==> src/rtl/rsv_pkg.sv <==
package rsv_pkg;

    typedef enum logic [1:0] {
        OP_OTHER  = 2'd0,
        OP_LDLOCK = 2'd1,
        OP_STCOND = 2'd2,
        OP_STORE  = 2'd3
    } mem_op_e;

    localparam int GRAN_LSB = 4;

    typedef struct packed {
        logic ld_lock;
        logic st_cond;
        logic st_plain;
        logic uncached;
    } req_kind_t;

    function automatic logic same_granule(input logic [63:0] a, input logic [63:0] b);
        return a[63:GRAN_LSB] == b[63:GRAN_LSB];
    endfunction

endpackage

==> src/rtl/rsv_decode.sv <==
module rsv_decode
    import rsv_pkg::*;
(
    input  logic      valid,
    input  logic [1:0] op,
    input  logic      uncached,
    output req_kind_t kind
);
    mem_op_e op_e;

    always_comb begin
        op_e          = mem_op_e'(op);
        kind          = '0;
        kind.uncached = valid && uncached;
        if (valid) begin
            unique case (op_e)
                OP_LDLOCK: kind.ld_lock  = 1'b1;
                OP_STCOND: kind.st_cond  = 1'b1;
                OP_STORE:  kind.st_plain = 1'b1;
                default:   ;
            endcase
        end
    end
endmodule

==> src/rtl/rsv_slot.sv <==
module rsv_slot
    import rsv_pkg::*;
#(
    parameter int ADDR_W = 32
) (
    input  logic              clk,
    input  logic              rst,
    input  logic              set_i,
    input  logic              clr_i,
    input  logic [ADDR_W-1:0] addr_i,
    output logic              flag_o,
    output logic              gran_hit_o
);
    logic [ADDR_W-1:0] addr_q;
    logic              flag_q;

    always_ff @(posedge clk) begin
        if (rst) begin
            addr_q <= '0;
            flag_q <= 1'b0;
        end else if (set_i) begin
            addr_q <= addr_i;
            flag_q <= 1'b1;
        end else if (clr_i) begin
            flag_q <= 1'b0;
        end
    end

    assign flag_o     = flag_q;
    assign gran_hit_o = same_granule(64'(addr_q), 64'(addr_i));

    AST_LL_SETS: assert property (@(posedge clk) disable iff (rst)
        set_i |=> (flag_q && addr_q == $past(addr_i)));
    AST_CLR_DROPS: assert property (@(posedge clk) disable iff (rst)
        (clr_i && !set_i) |=> !flag_q);
    AST_HOLD: assert property (@(posedge clk) disable iff (rst)
        (!clr_i && !set_i) |=> ($stable(flag_q) && $stable(addr_q)));
endmodule

==> src/rtl/rsv_fail_track.sv <==
module rsv_fail_track #(
    parameter int CNT_W       = 32,
    parameter int WARN_PERIOD = 100000
) (
    input  logic clk,
    input  logic rst,
    input  logic inc_i,
    input  logic clr_i,
    output logic hit_o
);
    localparam int RES_W = $clog2(WARN_PERIOD + 1);
    localparam logic [RES_W-1:0] RES_TOP = RES_W'(WARN_PERIOD - 1);

    logic [CNT_W-1:0] count_q;
    logic [RES_W-1:0] res_q;

    always_ff @(posedge clk) begin
        if (rst || clr_i) begin
            count_q <= '0;
            res_q   <= '0;
        end else if (inc_i) begin
            count_q <= count_q + 1'b1;
            res_q   <= (res_q == RES_TOP) ? '0 : res_q + 1'b1;
        end
    end

    assign hit_o = inc_i && (res_q == RES_TOP);

    AST_FAIL_CLR: assert property (@(posedge clk) disable iff (rst)
        clr_i |=> (count_q == '0 && res_q == '0));
    AST_FAIL_INC: assert property (@(posedge clk) disable iff (rst)
        (inc_i && !clr_i) |=> (count_q == $past(count_q) + 1'b1));
    AST_RES_RANGE: assert property (@(posedge clk) disable iff (rst)
        res_q <= RES_TOP);
endmodule

==> src/rtl/rsv_monitor.sv <==
module rsv_monitor
    import rsv_pkg::*;
#(
    parameter int N_CTX       = 4,
    parameter int ADDR_W      = 32,
    parameter int CNT_W       = 32,
    parameter int WARN_PERIOD = 100000,
    localparam int CTX_W      = (N_CTX > 1) ? $clog2(N_CTX) : 1
) (
    input  logic              clk,
    input  logic              rst,
    input  logic              req_valid,
    input  logic [CTX_W-1:0]  req_ctx,
    input  logic [ADDR_W-1:0] req_addr,
    input  logic [1:0]        req_op,
    input  logic              req_uncached,
    output logic              sc_valid,
    output logic              sc_pass,
    output logic              wr_en,
    output logic              warn,
    output logic [CTX_W-1:0]  warn_ctx
);
    req_kind_t        kind;
    logic [N_CTX-1:0] sel, flag, gran, slot_clr, hit;
    logic             own_flag, own_gran;
    logic             sc_cached, sc_ok, sc_bad, do_write;

    rsv_decode u_dec (
        .valid    (req_valid),
        .op       (req_op),
        .uncached (req_uncached),
        .kind     (kind)
    );

    always_comb begin
        own_flag = 1'b0;
        own_gran = 1'b0;
        for (int i = 0; i < N_CTX; i++) begin
            if (sel[i]) begin
                own_flag = flag[i];
                own_gran = gran[i];
            end
        end
    end

    assign sc_cached = kind.st_cond && !kind.uncached;
    assign sc_ok     = sc_cached && own_flag && own_gran;
    assign sc_bad    = sc_cached && !(own_flag && own_gran);
    assign do_write  = kind.st_plain || (kind.st_cond && kind.uncached) || sc_ok;

    for (genvar g = 0; g < N_CTX; g++) begin : g_ctx
        assign sel[g]      = (req_ctx == CTX_W'(g));
        assign slot_clr[g] = (do_write && gran[g]) || (sel[g] && sc_bad);

        rsv_slot #(.ADDR_W(ADDR_W)) u_slot (
            .clk        (clk),
            .rst        (rst),
            .set_i      (sel[g] && kind.ld_lock),
            .clr_i      (slot_clr[g]),
            .addr_i     (req_addr),
            .flag_o     (flag[g]),
            .gran_hit_o (gran[g])
        );

        rsv_fail_track #(.CNT_W(CNT_W), .WARN_PERIOD(WARN_PERIOD)) u_fail (
            .clk   (clk),
            .rst   (rst),
            .inc_i (sel[g] && sc_bad),
            .clr_i (sel[g] && kind.st_cond && !sc_bad),
            .hit_o (hit[g])
        );
    end

    always_ff @(posedge clk) begin
        if (rst) begin
            sc_valid <= 1'b0;
            sc_pass  <= 1'b0;
            wr_en    <= 1'b0;
            warn     <= 1'b0;
            warn_ctx <= '0;
        end else begin
            sc_valid <= sc_cached;
            if (sc_cached) sc_pass <= sc_ok;
            wr_en    <= do_write;
            warn     <= |hit;
            if (|hit) warn_ctx <= req_ctx;
        end
    end

    AST_FAIL_NO_WRITE: assert property (@(posedge clk) disable iff (rst)
        (sc_valid && !sc_pass) |-> !wr_en);
    AST_PASS_WRITES: assert property (@(posedge clk) disable iff (rst)
        (sc_valid && sc_pass) |-> wr_en);
    AST_IDLE_QUIET: assert property (@(posedge clk) disable iff (rst)
        !req_valid |=> (!sc_valid && !wr_en && !warn));
    AST_WARN_ONE: assert property (@(posedge clk) disable iff (rst)
        $onehot0(hit));
    AST_UNC_HOLD: assert property (@(posedge clk) disable iff (rst)
        (kind.st_cond && kind.uncached) |=> (!sc_valid && wr_en && $stable(sc_pass)));
endmodule

==> config.mk <==
export PLATFORM = sky130hd
export DESIGN_NAME = rsv_monitor
export DESIGN_NICKNAME = d
export VERILOG_FILES = /design/src/rtl/rsv_pkg.sv /design/src/rtl/rsv_decode.sv /design/src/rtl/rsv_slot.sv /design/src/rtl/rsv_fail_track.sv /design/src/rtl/rsv_monitor.sv
export SDC_FILE = /design/constraint.sdc
export NUM_CORES = 1
export LEC_CHECK = 0
export CORE_ASPECT_RATIO = 1.1
export CORE_UTILIZATION = 58
export CTS_BUF_LIST = sky130_fd_sc_hd__clkbuf_16
export DETAILED_ROUTE_END_ITERATION = 12
export DONT_BUFFER_PORTS = 1
export PLACE_DENSITY = 0.76
export SLEW_MARGIN = 25
export SYNTH_ARGS = -nofsm -noshare
export SYNTH_HDL_FRONTEND = slang
export SYNTH_SLANG_ARGS = --single-unit
==> constraint.sdc <==
create_clock -name clk -period 2.75 [get_ports clk]
set_clock_uncertainty 0.05 [all_clocks]
set_input_delay 0.275 -clock clk [delete_from_list [all_inputs] [get_ports clk]]
set_output_delay 0.275 -clock clk [all_outputs]
set_load 0.01 [all_outputs]
==> impl_results.md, run 1 <==
* Post-synth EDFFs at 0
* Synth top area share at 0.4028
* Critical Path End Type: register
* Fin crit period at 2752 ps
* Critical Path, Cell by Cell: xor2_2, or4_1, or4_4, o21ai_4, buf_6, nor3_4, a311o_1, buf_2, a21oi_1
* Worst Tran Pin Value at 860.0 ps
* All-Layer GR Usage at 0.3141
* Drt pass-1 iters at 5
* H-tree lvl count at 4
* Outcome: finished with violations
* Mux share of post-synthesis cell area at 0.004240
* Sw frac at 0.2487
* Top delay family on crit path: simple AND/OR/NAND/NOR gates
* Post-synth top area cell: dfxtp_1
* Fin. Hold Viols at 0
* Max-slew violation count at 0
* Clock network fraction of design power at 0.423
* Post-Synthesis Cells at 1183
* Core Area at 0.01580 mm2
* Synth Area in XOR/XNOR at 0.1224
* Post-synthesis area per instance at 7.982 um2
* Chip Height at 135.8 um
* Setup TNS at -2.319 ps
* Simple-gate share of the synthesized area at 0.2690
* Fin area at 0.01067 mm2
* CTS clk-pin slew, worst paths at 70 ps
* Max-cap viol count at 0
* Synth cell types at 55
* Final WS setup at -2.319 ps
* Fill cells at 1291
* Initial antenna violation count at 0
* Via/cell ratio at 6.082
* Synth area leaders: dfxtp_1, nand2_1, xnor2_1
* R2R Path End: g_ctx[2].u_fail.res_q[7]
* CP Launch Type: register
* Post-DP HPWL at 15170 um
* Synth top cells by count: nand2_1, dfxtp_1, a21oi_1
* Leakage at 0.003372 uW
* Die ar. at 0.01680 mm2
* Crit path buffers/inverters at 2
* Post-synthesis register bit count at 190
* Hold_ws at 31.23 ps
* Register share of total power at 0.509
* Critical-path top delay cell: or4_4
* Die width at 123.7 um
* Critical path launch point: g_ctx[2].u_slot.addr_q[25]
* Placed cells at 1332
* Violation count after the first detailed-route iteration at 694
* Vias in the first global route at 7749
* Most used DFF post-synth: dfxtp_1
* Internal Power at 4122 uW
* Post-Synth Adder-Cell Area at 0.005300
* Slowest stage delay, CP at 570 ps
* FMAX at 0.3633 GHz
* Final setup fails at 1
* CTS sink cnt at 190
* Clock latency on the worst-skew pair at 440 ps
* Crit Path Max Fanout at 4
* Non-filler cells, final at 1400
* Worst Hold End: g_ctx[0].u_slot.flag_o
* Psw at 1365 uW
* Pwr Total at 5487 uW
* Worst R2R Path Depth at 9
* Synth warn at 0
* Violated checks: setup timing
* CTS buffer count at 17
* Post-Syn Area at 0.009443 mm2
* Gr ovfl total at 0
* Main combinational cell family by area after synthesis: simple AND/OR/NAND/NOR gates
* Final wirelength at 25350 um
* FF-to-FF Start: g_ctx[2].u_slot.addr_q[25]
* Layout cells sized above 1 at 0.1000
* Final Wtd Congestion at 0.8830
* Area grow syn2layout at 12.97%
* Number of port buffers at 0
* Setup Crit Path Kind: reg2reg
* Peak supply drop at 0.4571 mV
* Initial Util at 0.5978
* Ant diodes at 0
* Slew HR at 0.4214
* First-pass GRT wire length at 40390 um
* Num rows at 48
* Pwr/cell area at 514.4 mW/mm2
* Drt drc at 0
* Share of power burned in combinational logic at 0.068
* Critical path data required time at 3070 ps
* Critical path arrival at 3070 ps
* Routed via count at 8515
* IO Pins at 46
* Fin crit share at 1.001
* CTS tree: built
* Min-delay src: req_op[0]
* CTS max path bufs at 2
* Asr flop ratio synth at 0
* Average wire per standard cell at 18.10 um
* RSZ-0062 raised after global routing: yes
* Worst reg-to-reg setup slack at -2 ps
* Top-count cell post-synth: nand2_1
* Worst min-delay path class: in2reg
* Pin count of the biggest net entering global routing at 121
* Remaining antenna violation count at 0
* Hold path cells at 2
* Syn nets at 1227
* Sequential area share after synthesis at 0.4028
* Nets at 1231
* Dpl cell area at 0.009628 mm2
* Root Buffer: clkbuf_16
* Compound-gate portion of the synthesized area at 0.1451
==> metrics by stage <==
step / utilization / setup WS, ps
floorplan: - / 8.206
global placement: 0.6096 / -133.0
detailed placement: 0.6096 / -138.3
CTS: 0.6676 / 32.77
global route: 0.6754 / -113.6
finish: 0.6754 / -2.319
==> flip-flops by register name (all words and copies together) (netlist names) <==
| name | flops |
|---|---|
| g_ctx.u_slot.addr_q | 112 |
| g_ctx.u_slot.flag_o | 4 |
| warn | 1 |
| sc_pass | 1 |
| warn_ctx | 2 |
| g_ctx.u_fail.res_q | 68 |
| wr_en | 1 |
| sc_valid | 1 |
==> layer usage <==
metal  wire length (um)  global-route usage  share of wire
met5                  0                   0              0
met2              11830              0.4904           0.47
met4               1028              0.1647          0.041
met3               2040             0.08893          0.080
met1              10440              0.3901           0.41
==> worst register-to-register path: stages, from the launching register on <==
cell	delay [ps]
dfxtp_2	330
xor2_2	140
or4_1	520
or4_4	570
o21ai_4	190
buf_6	160
nor3_4	50
a311o_1	380
buf_2	180
a21oi_1	110
==> area by class of cell <==
| cell class | count | area, um2 | area share |
|---|---|---|---|
| Clock inverter | 15 | 130.1 | 0.01220 |
| Clock buffer | 17 | 425.4 | 0.03988 |
| Sequential cell | 190 | 3807 | 0.3569 |
| Tap cell | 200 | 250.2 | 0.02346 |
| Multi-Input combinational cell | 890 | 5255 | 0.4926 |
| Timing Repair Buffer | 80 | 769.5 | 0.07213 |
| Inverter | 8 | 30.03 | 0.002815 |
==> cells in the final DEF, fill, tap and decap left out, types with 11 or more instances in the layout <==
master,instances
nand2_1,271
dfxtp_1,187
a21oi_1,140
xnor2_1,96
nand4_1,44
buf_4,39
nor4_1,35
xor2_1,35
nor2_1,33
dlygate4sd3_1,31
or4_1,28
o31ai_1,26
nand3_1,22
clkbuf_16,17
and3_1,16
o21ai_0,14
or3_1,14
a21oi_2,13
nor3_1,11
==> power groups by stage <==
stage	clock network, uW	logic (uW)	registers, uW
4_1_cts	2370	359	2790
3_5_place_dp	0	252	2850
2_1_floorplan	0	281	2850
6_report	2320	373	2790
3_3_place_gp	0	250	2850
5_1_grt	2480	399	2790
==> worst max-delay path by stage <==
| stage | cells past startpoint | slack, ps | endpoint |
|---|---|---|---|
| final | 9 | -2 | g_ctx[2].u_fail.res_q[7] |
| after global routing | 10 | -110 | g_ctx[3].u_fail.res_q[1] |
| after CTS | 9 | 30 | g_ctx[2].u_fail.res_q[13] |
| after detailed placement | 7 | -140 | g_ctx[1].u_fail.res_q[8] |
| after global placement | 7 | -130 | g_ctx[1].u_fail.res_q[0] |
| after floorplan | 10 | 8 | g_ctx[1].u_fail.res_q[14] |
==> cell families after synthesis <==
kind of cell	count (synthesis)
and+or+nand+nor	522
AOI/OAI and AO/OA	228
DFF	190
xor gates and xnor gates	132
buffers and inverters	103
muxes	4
adders and majority gates	4
==> what timing repair did <==
action / CTS / global route
hold buffers: 32 / 0
setup endpoints to repair: 20 / 63
gates resized for setup: 1 / 24
cloned: 0 / 2
endpoints found under the hold margin: 122 / 0
pin swaps: 1 / 10
buffers inserted: 1 / 1
(Power assumes the default switching activity.)
==> run 2: changes to the inputs <==
--- a/config.mk
+++ b/config.mk
@@ -5,12 +5,12 @@
 export SDC_FILE = /design/constraint.sdc
 export NUM_CORES = 1
 export LEC_CHECK = 0
+export BUFFER_PORTS_ARGS = -buffer_cell sky130_fd_sc_hd__buf_2
 export CORE_ASPECT_RATIO = 1.1
-export CORE_UTILIZATION = 58
+export CORE_UTILIZATION = 56
 export CTS_BUF_LIST = sky130_fd_sc_hd__clkbuf_16
 export DETAILED_ROUTE_END_ITERATION = 12
-export DONT_BUFFER_PORTS = 1
-export PLACE_DENSITY = 0.76
+export PLACE_DENSITY = 0.77
 export SLEW_MARGIN = 25
 export SYNTH_ARGS = -nofsm -noshare
 export SYNTH_HDL_FRONTEND = slang
==> impl_results.md, run 2 (synthesis results as in run 1) <==
* Pre-CTS WS at -267.5 ps
* Post-DP HPWL at 15990 um
* Setup Crit Path Kind: reg2reg
* Initial Util at 0.5747
* Worst min-delay path class: in2reg
* Vias in the first global route at 7796
* Chip Height at 138.2 um
* Clock network fraction of design power at 0.418
* Dpl cell area at 0.01021 mm2
* Commonest cells after routing, fill and taps aside: nand2_1, dfxtp_1, a21oi_1
* Final wirelength at 23700 um
* Pwr/cell area at 513.0 mW/mm2
* Critical path data required time at 3060 ps
* Commonest non-fill, non-tap cell in the layout: nand2_1
* Largest register FFs at 112
* Drt drc at 0
* Number of port buffers at 41
* Fin. Hold Viols at 0
* Psw at 1371 uW
* CP Launch Type: register
* Slew HR at 0.6387
* Most flop-heavy register: g_ctx.u_slot.addr_q
* Drt pass-1 iters at 5
* Final core utilization at 0.6604
* Initial antenna violation count at 1
* Non-filler cells, final at 1455
* FMAX at 0.3668 GHz
* Layout cells sized above 1 at 0.1520
* Share of power burned in combinational logic at 0.081
* First-pass GRT wire length at 38550 um
* Worst reg-to-reg setup slack at 20 ps
* Gr ovfl total at 0
* Placed cells at 1420
* Final WS setup at 23.53 ps
* Max-slew violation count at 0
* H-tree lvl count at 4
* Routed via count at 8517
* CTS max path bufs at 2
* Root Buffer: clkbuf_16
* RSZ-0062 raised after global routing: yes
* Critical path arrival at 3040 ps
* Worst Tran Pin Value at 537.9 ps
* IO Pins at 46
* CTS buffer count at 17
* Violation count after the first detailed-route iteration at 605
* Internal Power at 4195 uW
* Outcome: completed
* CTS clk-pin slew, worst paths at 70 ps
* Num rows at 49
* Nets at 1282
* Area grow syn2layout at 14.91%
* Die ar. at 0.01739 mm2
* Peak supply drop at 0.4383 mV
* Hold_ws at 97.86 ps
* Fin area at 0.01085 mm2
* Register share of total power at 0.501
* Clock latency on the worst-skew pair at 430 ps
* All-Layer GR Usage at 0.2751
* Sw frac at 0.2463
* Critical Path End Type: register
* Core Area at 0.01643 mm2
* Max-cap viol count at 0
* Average wire per standard cell at 16.29 um
* CTS sink cnt at 190
* Fin crit share at 0.9914
* Via/cell ratio at 5.854
* Crit Path Max Fanout at 7
* Remaining antenna violation count at 0
* CTS tree: built
* Die width at 125.8 um
* Pin count of the biggest net entering global routing at 115
* Final setup fails at 0
* Fin crit period at 2726 ps
* Final Wtd Congestion at 0.8625
* Leakage at 0.003587 uW
## run 2: area by class of cell
cell class	instances	area, um2
timing repair buffer	131	973.4
inverter	8	30.03
fill	1392	5580
sequential	190	3807
clock inverter	14	118.9
clock buffer	17	425.4
tap	204	255.2
multi-input combinational	890	5238
antenna	1	2.502
## run 2: per-stage QoR
| stage | power (uW) | TNS [ps] |
|---|---|---|
| 6_report | 5566 | 0 |
| 2_1_floorplan | 3132 | 0 |
| 5_1_grt | 5750 | -261.4 |
| 3_5_place_dp | 3291 | -3281 |
| 4_1_cts | 5582 | 0 |
| 3_3_place_gp | 3285 | -2146 |
## run 2: metal layers
layer / vias up / routed length, um / share of wire / track usage
met4: 0 / 434 / 0.018 / 0.1053
li1: 4223 / - / - / -
met1: 4039 / 10360 / 0.44 / 0.3459
met3: 34 / 1166 / 0.049 / 0.04218
met2: 221 / 11740 / 0.50 / 0.4737
met5: - / 0 / 0 / 0
## run 2: path summary, 6_finish.rpt
check	start	end	depth (start not counted)
worst max-delay path	g_ctx[2].u_slot.addr_q[5]	g_ctx[0].u_fail.res_q[5]	9
worst min register to register	warn_ctx[1]	warn_ctx[1]	2
worst min-delay path	req_addr[20]	g_ctx[3].u_slot.addr_q[20]	3
worst max register to register	g_ctx[2].u_slot.addr_q[5]	g_ctx[0].u_fail.res_q[5]	9
## run 2: power by group through the flow
stage	registers (uW)	logic (uW)	clock network, uW
2_1_floorplan	2850	281	0
3_3_place_gp	2850	433	0
3_5_place_dp	2850	438	0
4_1_cts	2790	442	2350
5_1_grt	2790	481	2480
6_report	2790	449	2330
## run 2: repair_timing
| item | CTS | global route |
|---|---|---|
| pin swaps | 0 | 4 |
| resized for setup | 1 | 12 |
| hold buffers | 1 | 0 |
| gates cloned | 0 | 0 |
| endpoints found under the setup margin | 2 | 50 |
| setup buffers | 0 | 3 |
| endpoints found under the hold margin | 1 | 0 |
## run 2: worst max-delay path: stages (launching register included)
cell	delay [ps]
dfxtp_2	320
xor2_1	160
or4_1	520
or4_4	590
o21ai_4	290
buf_4	170
nor4_1	50
buf_4	170
a21bo_2	210
a21oi_1	120
==> run 3: changes to the inputs <==
--- a/config.mk
+++ b/config.mk
@@ -5,12 +5,13 @@
 export SDC_FILE = /design/constraint.sdc
 export NUM_CORES = 1
 export LEC_CHECK = 0
-export BUFFER_PORTS_ARGS = -buffer_cell sky130_fd_sc_hd__buf_2
 export CORE_ASPECT_RATIO = 1.1
-export CORE_UTILIZATION = 56
+export CORE_UTILIZATION = 58
 export CTS_BUF_LIST = sky130_fd_sc_hd__clkbuf_16
 export DETAILED_ROUTE_END_ITERATION = 12
-export PLACE_DENSITY = 0.77
+export DONT_BUFFER_PORTS = 1
+export PLACE_DENSITY = 0.82
+export RECOVER_POWER = 25
 export SLEW_MARGIN = 25
 export SYNTH_ARGS = -nofsm -noshare
 export SYNTH_HDL_FRONTEND = slang
==> impl_results.md, run 3 (synthesis results as in run 1) <==
* Via/cell ratio at 6.268
* Root Buffer: clkbuf_16
* Psw at 1415 uW
* Num rows at 48
* Initial Util at 0.5978
* CTS max path bufs at 2
* Sw frac at 0.2473
* Placed cells at 1327
* Fin crit share at 0.9710
* Nets at 1226
* Commonest non-fill, non-tap cell in the layout: nand2_1
* Remaining antenna violation count at 0
* Clock network fraction of design power at 0.448
* Final Wtd Congestion at 0.8778
* Area grow syn2layout at 12.52%
* Non-filler cells, final at 1395
* Core Area at 0.01580 mm2
* CP Launch Type: register
* Crit Path Max Fanout at 17
* Gr ovfl total at 0
* Clock latency on the worst-skew pair at 440 ps
* Critical Path End Type: register
* CTS buffer count at 17
* Slew HR at -0.02903
* Final core utilization at 0.6727
* Crit path buffers/inverters at 2
* CTS tree: built
* IO Pins at 46
* Layout cells sized above 1 at 0.08452
* Critical-path top delay cell: or4_4
* Slowest stage delay, CP at 580 ps
* Initial antenna violation count at 0
* Routed via count at 8744
* Setup Crit Path Kind: reg2reg
* All-Layer GR Usage at 0.3157
* RSZ-0062 raised after global routing: yes
* Violated checks: capacitance limit, slew limit
* FMAX at 0.3745 GHz
* First-pass GRT wire length at 40700 um
* H-tree lvl count at 4
* Average wire per standard cell at 18.43 um
* Worst min-delay path class: in2reg
* Critical path arrival at 2990 ps
* Pwr Total at 5724 uW
* Largest register FFs at 112
* Share of power burned in combinational logic at 0.065
* Die width at 123.7 um
* Die ar. at 0.01680 mm2
* Final setup fails at 0
* Drt drc at 0
* Fin crit period at 2670 ps
* Chip Height at 135.8 um
* Violation count after the first detailed-route iteration at 714
* Leakage at 0.003351 uW
* Pin count of the biggest net entering global routing at 118
* Outcome: finished with violations
* Internal Power at 4308 uW
* Critical path data required time at 3070 ps
* Post-DP HPWL at 14970 um
* Final WS setup at 79.87 ps
* Setup TNS at 0 ps
* Pre-CTS WS at -136.7 ps
* Commonest cells after routing, fill and taps aside: nand2_1, dfxtp_1, a21oi_1
* Critical Path, Cell by Cell: xor2_1, or4_1, or4_4, o21ai_4, buf_6, nor3_1, a311o_1, buf_12, nor2_1
* CTS clk-pin slew, worst paths at 70 ps
* Register share of total power at 0.487
* Ant diodes at 0
* Fin. Hold Viols at 0
* Number of port buffers at 0
* Drt pass-1 iters at 5
* Max-slew violation count at 29
* Pwr/cell area at 538.7 mW/mm2
* Max-cap viol count at 1
* Vias in the first global route at 8311
* Most flop-heavy register: g_ctx.u_slot.addr_q
* Top delay family on crit path: simple AND/OR/NAND/NOR gates
* Final wirelength at 25720 um
* Worst Tran Pin Value at 1544 ps
* Peak supply drop at 0.5730 mV
* CTS sink cnt at 190
-- run 3: cell count changes in the layout (fill, tap and decap cells not counted), moves of 5 or more --
cell           previous run  this run
a21oi_1                 143       138
a21oi_2                  10        15
buf_2                    40         0
buf_4                    83        32
dlygate4sd3_1             1        32
-- run 3: power groups by stage --
stage	Combinational [uW]	Clock, uW	Sequential (uW)
2_1_floorplan	281	0	2850
6_report	372	2560	2790
3_3_place_gp	248	0	2850
5_1_grt	396	2680	2790
4_1_cts	360	2570	2790
3_5_place_dp	253	0	2850
-- run 3: area by class of cell --
class	count	area (um2)
clock inverter	15	177.7
clock buffer	17	425.4
tap	200	250.2
timing repair buffer	75	721.9
inverter	8	30.03
fill	1251	5170
multi-input combinational	890	5216
sequential	190	3804
-- run 3: what timing repair did --
| action | CTS | global route |
|---|---|---|
| endpoints found under the setup margin | 18 | 45 |
| buffers inserted | 1 | 2 |
| hold buffers | 33 | 0 |
| cloned | 0 | 0 |
| hold endpoints to repair | 118 | 0 |
| pin swaps | 1 | 1 |
| resized for setup | 1 | 11 |
-- run 3: per-layer routing --
layer	vias to the layer above	routed length [um]	track usage
li1	4116	-	-
met1	4107	9837	0.3718
met2	430	12210	0.5157
met3	89	2535	0.08557
met4	2	1094	0.1700
met5	-	43	0.01875
-- run 3: path summary, 6_finish.rpt --
check / start / end / slack, ps / cells after the start
max reg2reg: g_ctx[2].u_slot.addr_q[12] / g_ctx[2].u_fail.res_q[3] / 80 / 9
min reg2reg: g_ctx[1].u_slot.flag_o / g_ctx[1].u_slot.flag_o / 420 / 2
min: rst / warn_ctx[1] / 6 / 3
max: g_ctx[2].u_slot.addr_q[12] / g_ctx[2].u_fail.res_q[3] / 80 / 9
-- run 3: worst register-to-register path, cell delays in order (launching register included) --
cell	delay, ps
dfxtp_1	320
xor2_1	170
or4_1	500
or4_4	580
o21ai_4	160
buf_6	130
nor3_1	50
a311o_1	360
buf_12	170
nor2_1	120
-- run 3: through the flow --
stage          instance area [um2]  hold slack (ps)
3_3_place_gp                  9603            302.4
5_1_grt                      10630            5.142
4_1_cts                      10580            21.97
2_1_floorplan                 9455            303.7
3_5_place_dp                  9603            304.5
6_report                     10630            5.823
